===== src/rtl/duo_timer_pkg.sv =====
package duo_timer_pkg;

  localparam int ADDR_W        = 2;
  localparam int CTRL_EN_BIT   = 0;
  localparam int CTRL_MODE_BIT = 1;
  localparam int STAT_FLAG_BIT = 0;

  typedef enum logic [ADDR_W-1:0] {
    REG_LO   = 2'd0,
    REG_HI   = 2'd1,
    REG_CTRL = 2'd2,
    REG_STAT = 2'd3
  } reg_sel_e;

endpackage


===== src/rtl/duo_timer_regif.sv =====
module duo_timer_regif
  import duo_timer_pkg::*;
#(
  parameter int BYTE_W = 8
) (
  input  logic                 clk,
  input  logic                 rst_n,
  input  logic [ADDR_W-1:0]    reg_addr,
  input  logic                 reg_wr,
  input  logic                 reg_rd,
  input  logic [BYTE_W-1:0]    reg_wdata,
  input  logic [BYTE_W-1:0]    cnt_lo,
  input  logic [BYTE_W-1:0]    cnt_hi,
  input  logic                 flag,
  output logic [BYTE_W-1:0]    reg_rdata,
  output logic                 run_en,
  output logic                 mode_wide,
  output logic                 ld_lo,
  output logic                 ld_hi,
  output logic                 ld_word,
  output logic [BYTE_W-1:0]    ld_lo_val,
  output logic [BYTE_W-1:0]    ld_hi_val,
  output logic                 flag_clr
);

  logic              en_q, mode_q;
  logic [BYTE_W-1:0] wbuf_q, rbuf_q;
  logic              wr_lo, wr_hi, wr_ctrl, wr_stat, rd_lo;

  assign wr_lo   = reg_wr && (reg_addr == REG_LO);
  assign wr_hi   = reg_wr && (reg_addr == REG_HI);
  assign wr_ctrl = reg_wr && (reg_addr == REG_CTRL);
  assign wr_stat = reg_wr && (reg_addr == REG_STAT);
  assign rd_lo   = reg_rd && (reg_addr == REG_LO);

  always_ff @(posedge clk) begin
    if (!rst_n) begin
      en_q   <= 1'b0;
      mode_q <= 1'b0;
      wbuf_q <= '0;
      rbuf_q <= '0;
    end else begin
      if (wr_ctrl) begin
        en_q   <= reg_wdata[CTRL_EN_BIT];
        mode_q <= reg_wdata[CTRL_MODE_BIT];
      end
      if (wr_hi && mode_q) wbuf_q <= reg_wdata;
      if (rd_lo)           rbuf_q <= cnt_hi;
    end
  end

  assign run_en    = en_q;
  assign mode_wide = mode_q;
  assign ld_lo     = wr_lo && !mode_q;
  assign ld_word   = wr_lo && mode_q;
  assign ld_hi     = wr_hi && !mode_q;
  assign ld_lo_val = reg_wdata;
  assign ld_hi_val = mode_q ? wbuf_q : reg_wdata;
  assign flag_clr  = wr_stat && reg_wdata[STAT_FLAG_BIT];

  always_comb begin
    reg_rdata = '0;
    case (reg_sel_e'(reg_addr))
      REG_LO:   reg_rdata = cnt_lo;
      REG_HI:   reg_rdata = mode_q ? rbuf_q : cnt_hi;
      REG_CTRL: begin
        reg_rdata[CTRL_EN_BIT]   = en_q;
        reg_rdata[CTRL_MODE_BIT] = mode_q;
      end
      REG_STAT: reg_rdata[STAT_FLAG_BIT] = flag;
      default:  reg_rdata = '0;
    endcase
  end

  AST_RBUF_ONLY_ON_LO_READ: assert property (@(posedge clk) disable iff (!rst_n)
    !rd_lo |=> $stable(rbuf_q));

  AST_WBUF_ONLY_ON_HI_WRITE: assert property (@(posedge clk) disable iff (!rst_n)
    !wr_hi |=> $stable(wbuf_q));

endmodule


===== src/rtl/duo_timer_count.sv =====
module duo_timer_count #(
  parameter int BYTE_W = 8
) (
  input  logic              clk,
  input  logic              rst_n,
  input  logic              tick,
  input  logic              mode_wide,
  input  logic              ld_lo,
  input  logic              ld_hi,
  input  logic              ld_word,
  input  logic [BYTE_W-1:0] ld_lo_val,
  input  logic [BYTE_W-1:0] ld_hi_val,
  output logic [BYTE_W-1:0] cnt_lo,
  output logic [BYTE_W-1:0] cnt_hi,
  output logic              wrap_evt
);

  localparam int WORD_W = 2 * BYTE_W;

  function automatic logic [WORD_W-1:0] wide_step(input logic [WORD_W-1:0] w);
    return w + WORD_W'(1);
  endfunction

  function automatic logic period_hit(input logic [BYTE_W-1:0] lo,
                                      input logic [BYTE_W-1:0] hi);
    return lo == hi;
  endfunction

  logic [BYTE_W-1:0] lo_q, hi_q;
  logic [WORD_W-1:0] word;
  logic              any_ld, step, hit8, top16;

  assign word     = {hi_q, lo_q};
  assign any_ld   = ld_lo || ld_hi || ld_word;
  assign step     = tick && !any_ld;
  assign hit8     = period_hit(lo_q, hi_q);
  assign top16    = &word;
  assign wrap_evt = step && (mode_wide ? top16 : hit8);

  always_ff @(posedge clk) begin
    if (!rst_n) begin
      lo_q <= '0;
      hi_q <= '0;
    end else if (ld_word) begin
      {hi_q, lo_q} <= {ld_hi_val, ld_lo_val};
    end else if (ld_lo) begin
      lo_q <= ld_lo_val;
    end else if (ld_hi) begin
      hi_q <= ld_hi_val;
    end else if (step) begin
      if (mode_wide) {hi_q, lo_q} <= wide_step(word);
      else           lo_q <= hit8 ? '0 : lo_q + BYTE_W'(1);
    end
  end

  assign cnt_lo = lo_q;
  assign cnt_hi = hi_q;

  AST_IDLE_HOLD: assert property (@(posedge clk) disable iff (!rst_n)
    (!tick && !any_ld) |=> ($stable(lo_q) && $stable(hi_q)));

  AST_PERIOD_RESTART: assert property (@(posedge clk) disable iff (!rst_n)
    (step && !mode_wide && (lo_q == hi_q)) |=> (lo_q == '0));

  AST_PERIOD_HI_FIXED: assert property (@(posedge clk) disable iff (!rst_n)
    (!mode_wide && !ld_hi) |=> $stable(hi_q));

  AST_WIDE_ROLL: assert property (@(posedge clk) disable iff (!rst_n)
    (step && mode_wide && (&{hi_q, lo_q})) |=> ({hi_q, lo_q} == '0));

  AST_LOAD_WINS: assert property (@(posedge clk) disable iff (!rst_n)
    ld_lo |=> (lo_q == $past(ld_lo_val)));

endmodule


===== src/rtl/duo_timer_flag.sv =====
module duo_timer_flag (
  input  logic clk,
  input  logic rst_n,
  input  logic set_evt,
  input  logic clr_req,
  output logic flag_q
);

  always_ff @(posedge clk) begin
    if (!rst_n)       flag_q <= 1'b0;
    else if (set_evt) flag_q <= 1'b1;
    else if (clr_req) flag_q <= 1'b0;
  end

  AST_FLAG_STICKY: assert property (@(posedge clk) disable iff (!rst_n)
    (flag_q && !clr_req) |=> flag_q);

  AST_FLAG_RISE: assert property (@(posedge clk) disable iff (!rst_n)
    set_evt |=> flag_q);

endmodule


===== src/rtl/duo_timer.sv =====
module duo_timer
  import duo_timer_pkg::*;
#(
  parameter int BYTE_W = 8
) (
  input  logic              clk,
  input  logic              rst_n,
  input  logic              cnt_en,
  input  logic [1:0]        reg_addr,
  input  logic              reg_wr,
  input  logic              reg_rd,
  input  logic [BYTE_W-1:0] reg_wdata,
  output logic [BYTE_W-1:0] reg_rdata,
  output logic              irq
);

  logic              run_en, mode_wide, tick;
  logic              ld_lo, ld_hi, ld_word, flag_clr, wrap_evt, flag;
  logic [BYTE_W-1:0] ld_lo_val, ld_hi_val, cnt_lo, cnt_hi;

  assign tick = run_en && cnt_en;

  duo_timer_regif #(.BYTE_W(BYTE_W)) u_regif (
    .clk       (clk),
    .rst_n     (rst_n),
    .reg_addr  (reg_addr),
    .reg_wr    (reg_wr),
    .reg_rd    (reg_rd),
    .reg_wdata (reg_wdata),
    .cnt_lo    (cnt_lo),
    .cnt_hi    (cnt_hi),
    .flag      (flag),
    .reg_rdata (reg_rdata),
    .run_en    (run_en),
    .mode_wide (mode_wide),
    .ld_lo     (ld_lo),
    .ld_hi     (ld_hi),
    .ld_word   (ld_word),
    .ld_lo_val (ld_lo_val),
    .ld_hi_val (ld_hi_val),
    .flag_clr  (flag_clr)
  );

  duo_timer_count #(.BYTE_W(BYTE_W)) u_count (
    .clk       (clk),
    .rst_n     (rst_n),
    .tick      (tick),
    .mode_wide (mode_wide),
    .ld_lo     (ld_lo),
    .ld_hi     (ld_hi),
    .ld_word   (ld_word),
    .ld_lo_val (ld_lo_val),
    .ld_hi_val (ld_hi_val),
    .cnt_lo    (cnt_lo),
    .cnt_hi    (cnt_hi),
    .wrap_evt  (wrap_evt)
  );

  duo_timer_flag u_flag (
    .clk     (clk),
    .rst_n   (rst_n),
    .set_evt (wrap_evt),
    .clr_req (flag_clr),
    .flag_q  (flag)
  );

  assign irq = flag;

  AST_WIDE_HI_BUFFERED: assert property (@(posedge clk) disable iff (!rst_n)
    (mode_wide && reg_wr && (reg_addr == REG_HI) && !tick)
      |=> ($stable(cnt_lo) && $stable(cnt_hi)));

  AST_NO_STEP_WHEN_OFF: assert property (@(posedge clk) disable iff (!rst_n)
    !tick |-> !wrap_evt);

endmodule


===== config.mk =====
export PLATFORM = sky130hd
export DESIGN_NAME = duo_timer
export DESIGN_NICKNAME = d
export VERILOG_FILES = /design/src/rtl/duo_timer_pkg.sv /design/src/rtl/duo_timer_regif.sv /design/src/rtl/duo_timer_count.sv /design/src/rtl/duo_timer_flag.sv /design/src/rtl/duo_timer.sv
export SDC_FILE = /design/constraint.sdc
export NUM_CORES = 1
export LEC_CHECK = 0
export BUFFER_PORTS_ARGS = -buffer_cell sky130_fd_sc_hd__buf_4
export CORE_MARGIN = 3
export CORE_UTILIZATION = 50
export CTS_BUF_LIST = sky130_fd_sc_hd__clkbuf_16
export CTS_CLUSTER_SIZE = 8
export DETAILED_ROUTE_END_ITERATION = 12
export PLACE_DENSITY = 0.66
export SLEW_MARGIN = 20
export SYNTH_ARGS = -nofsm -noshare
export SYNTH_HDL_FRONTEND = slang
export SYNTH_SLANG_ARGS = --single-unit

===== constraint.sdc =====
create_clock -name clk -period 3 [get_ports clk]
set_clock_uncertainty 0.2 [all_clocks]
set_input_delay 0.75 -clock clk [delete_from_list [all_inputs] [get_ports clk]]
set_output_delay 0.75 -clock clk [all_outputs]
set_load 0.01 [all_outputs]

==> out/results.tsv <==
metric	value	unit
final_common_cell	dfxtp_1	
dieArea	0.00530	mm2
route.met3.wl	393	um
clk_latency	0.28	ns
h-tree-depth	2	
dp_hpwl	4.22	mm
final_nets	315	
synth.distinct_cells	46	
first_pass_iters	4	
multiInputGateArea	0.00140	mm2
cts.sinks	35	
seq_area	701	um2
rsz0062_at_grt	no	
drt_iter0_drc	264	
synthArstFlopShare	0	%
antenna_found_initial	0	
min_path_cells	2	
cts_tree	yes	
rr_startpoint	u_count.cnt_lo[0]	
timing.final.crit_share	85.6	%
fillCellCount	398	
slew_viol_final	0	
ioPinCount	24	
critPathKind	in -> out	
p_int	0.000930	W
place.gp.congestion	0.875	
port_buffers	23	
power_frac_seq	39.5	%
switching_share	25.1	%
synth_fa_ha_area_share	0.561	%
core	0.00414	mm2
placed_cell_area	0.00240	mm2
p_sw	0.000311	W
fin_crit	2.57	ns
clock_path_buffers	2	
cts_inserted_buffers	5	
max_freq	0.389	GHz
syn2layout_area_growth	15.1	%
cts_hold_buf	0	
crit_path_start	reg_addr[0]	
synth_seq_cells	35	
synth_warnings	0	
crit_fanout	25	
n_antenna_cell	0	
power_leakage	0.895	nW
top_layer	met4	
synth_top_family_by_area	compound AO/OA/AOI/OAI gates	
setup_ws	0.432	ns
pre_cts_ws	0.458	ns
met2_length	2.75	mm
vias	2136	
fin_setup_tns	0	ns
post_cts_resized	0	
clockPowerShare	48.0	%
dieWidth	72.8	um
ir_drop	0.294	mV
power	0.00124	W
ys_seq_area_share	31.4	%
syn_inst	287	
crit_required	2.05	ns
initial_core_util	53.8	%
synth-simple-area-share	24.5	%
comb_power_share	12.5	%
synth_top_area_share	31.4	%
hold_viol	0	
synth.largest_area_cell	dfxtp_1	
maxCapViolCount	0	
synth_xor_area_share	3.53	%
p_per_area	483	mW/mm2
cp-end-kind	output port	
avgRoutedWirePerCell	17.5	um
cts.clk_slew.worst_paths	0.06	ns
synth.avg_cell_area	7.77	um2
detail-route-antenna-nets	0	
setup_violations	0	
syn_nets	303	
track_usage	24.3	%
reg2reg_to	u_count.cnt_hi[6]	
muxShareOfSynthArea	9.65	%
synth_flop_cell	dfxtp_1	
viasPerCell	6.10	
most-common-layout-cells	35 x dfxtp_1, 34 x nand2_1, 29 x buf_4, 24 x nor2_1, 18 x a21oi_1	
status	finished, final reports clean	
synth.cell_area	0.00223	mm2
slew_headroom	63.3	%
tightest_slew	0.548	ns
rrSetupSlack	0.79	ns
grt_start_max_net_pins	38	
grt_pass1_wl	9.94	mm
critPathCapture	reg_rdata[1]	
arrival	1.62	ns
synth_compound_area_share	24.6	%
clockRootBuffer	clkbuf_16	
yosys-top-cells-area	dfxtp_1 31%, mux2i_1 7.6%, nand2_1 5.7%	
post-cts-setup-buffer-count	0	
drcViolationCount	0	
grt_pass1_vias	1986	
start_kind	primary input	
final_layout_size_suffix_gt1_share	16.0	%
grt_overflow	0	
hp-class	reg -> reg	
die-height	72.8	um
met1_length	2.89	mm
wl	6.11	mm
finish.instance_area	0.00257	mm2
worstRegToRegCells	6	
num_rows	23	
synth-edff-count	0	
==> worst max-delay path, cell delays in order <==
cell	delay, ns
buf_4	0.24
nor2b_1	0.22
a21oi_1	0.08
o21ai_0	0.16
buf_4	0.15
==> area by class of cell <==
type,instances,share of cell area [%]
clock buffer,5,4.87
clock inverter,3,1.70
inverter,5,0.731
multi-input combinational,223,54.5
sequential,35,27.3
tap,50,2.44
timing repair buffer,29,8.48
==> worst min-delay path by stage <==
stage                           start                 to  slack (ns)
CTS                 u_regif.wbuf_q[5]  u_regif.wbuf_q[5]        0.27
global placement    u_regif.wbuf_q[5]  u_regif.wbuf_q[5]        0.25
finish              u_regif.wbuf_q[5]  u_regif.wbuf_q[5]        0.26
global route        u_regif.wbuf_q[0]  u_regif.wbuf_q[0]        0.30
floorplan           u_regif.wbuf_q[5]  u_regif.wbuf_q[5]        0.24
detailed placement  u_regif.wbuf_q[5]  u_regif.wbuf_q[5]        0.26
==> cell families after synthesis <==
group,after synthesis
xor gates and xnor gates,9
muxes,20
adders and majority gates,1
and+or+nand+nor,108
buffers and inverters,29
DFF,35
AOI/OAI and AO/OA,85
==> power groups by stage <==
stage	clock, W	combinational (W)	sequential, W
2_1_floorplan	0	0.000108	0.000489
3_3_place_gp	0	0.000153	0.000500
3_5_place_dp	0	0.000152	0.000500
4_1_cts	0.000604	0.000153	0.000490
5_1_grt	0.000629	0.000167	0.000492
6_report	0.000596	0.000155	0.000490
==> cells in the mapped netlist (3+ instances only) <==
cell type and n:
nor4_1 5, nor3_1 3, o21ai_0 15, nand3_1 11, nand4_1 7, a211oi_1 6
buf_2 11, a31oi_1 8, nand2_1 34, a21oi_1 18, dfxtp_1 35, inv_1 5
o211ai_1 5, nor2b_1 13, a21boi_0 10, mux2i_1 17, a22oi_1 3, o21ai_1 5
nor2_1 24, xor2_1 8, clkbuf_1 10
==> per-layer routing <==
| metal | global-route usage, % | vias up |
|---|---|---|
| li1 | - | 1057 |
| met1 | 32.8 | 999 |
| met2 | 38.9 | 72 |
| met3 | 4.96 | 8 |
| met4 | 7.17 | 0 |
| met5 | 0 | - |
==> state kept, by name, summed over array words and instances, names as in the netlist <==
register and flops:
u_regif.wbuf_q 8, u_count.cnt_lo 8, u_regif.run_en 1, u_regif.mode_wide 1, u_regif.rbuf_q 8, u_count.cnt_hi 8
u_flag.flag_q 1
==> through the flow <==
step / std cells / util, % / hold WS (ns)
finish: 350 / 62.0 / 0.261
global placement: 342 / 57.9 / 0.249
floorplan: 287 / - / 0.240
detailed placement: 342 / 57.9 / 0.257
CTS: 350 / 62.0 / 0.265
global route: 350 / 62.0 / 0.299
Note: power is estimated with default switching activity, not from simulation.
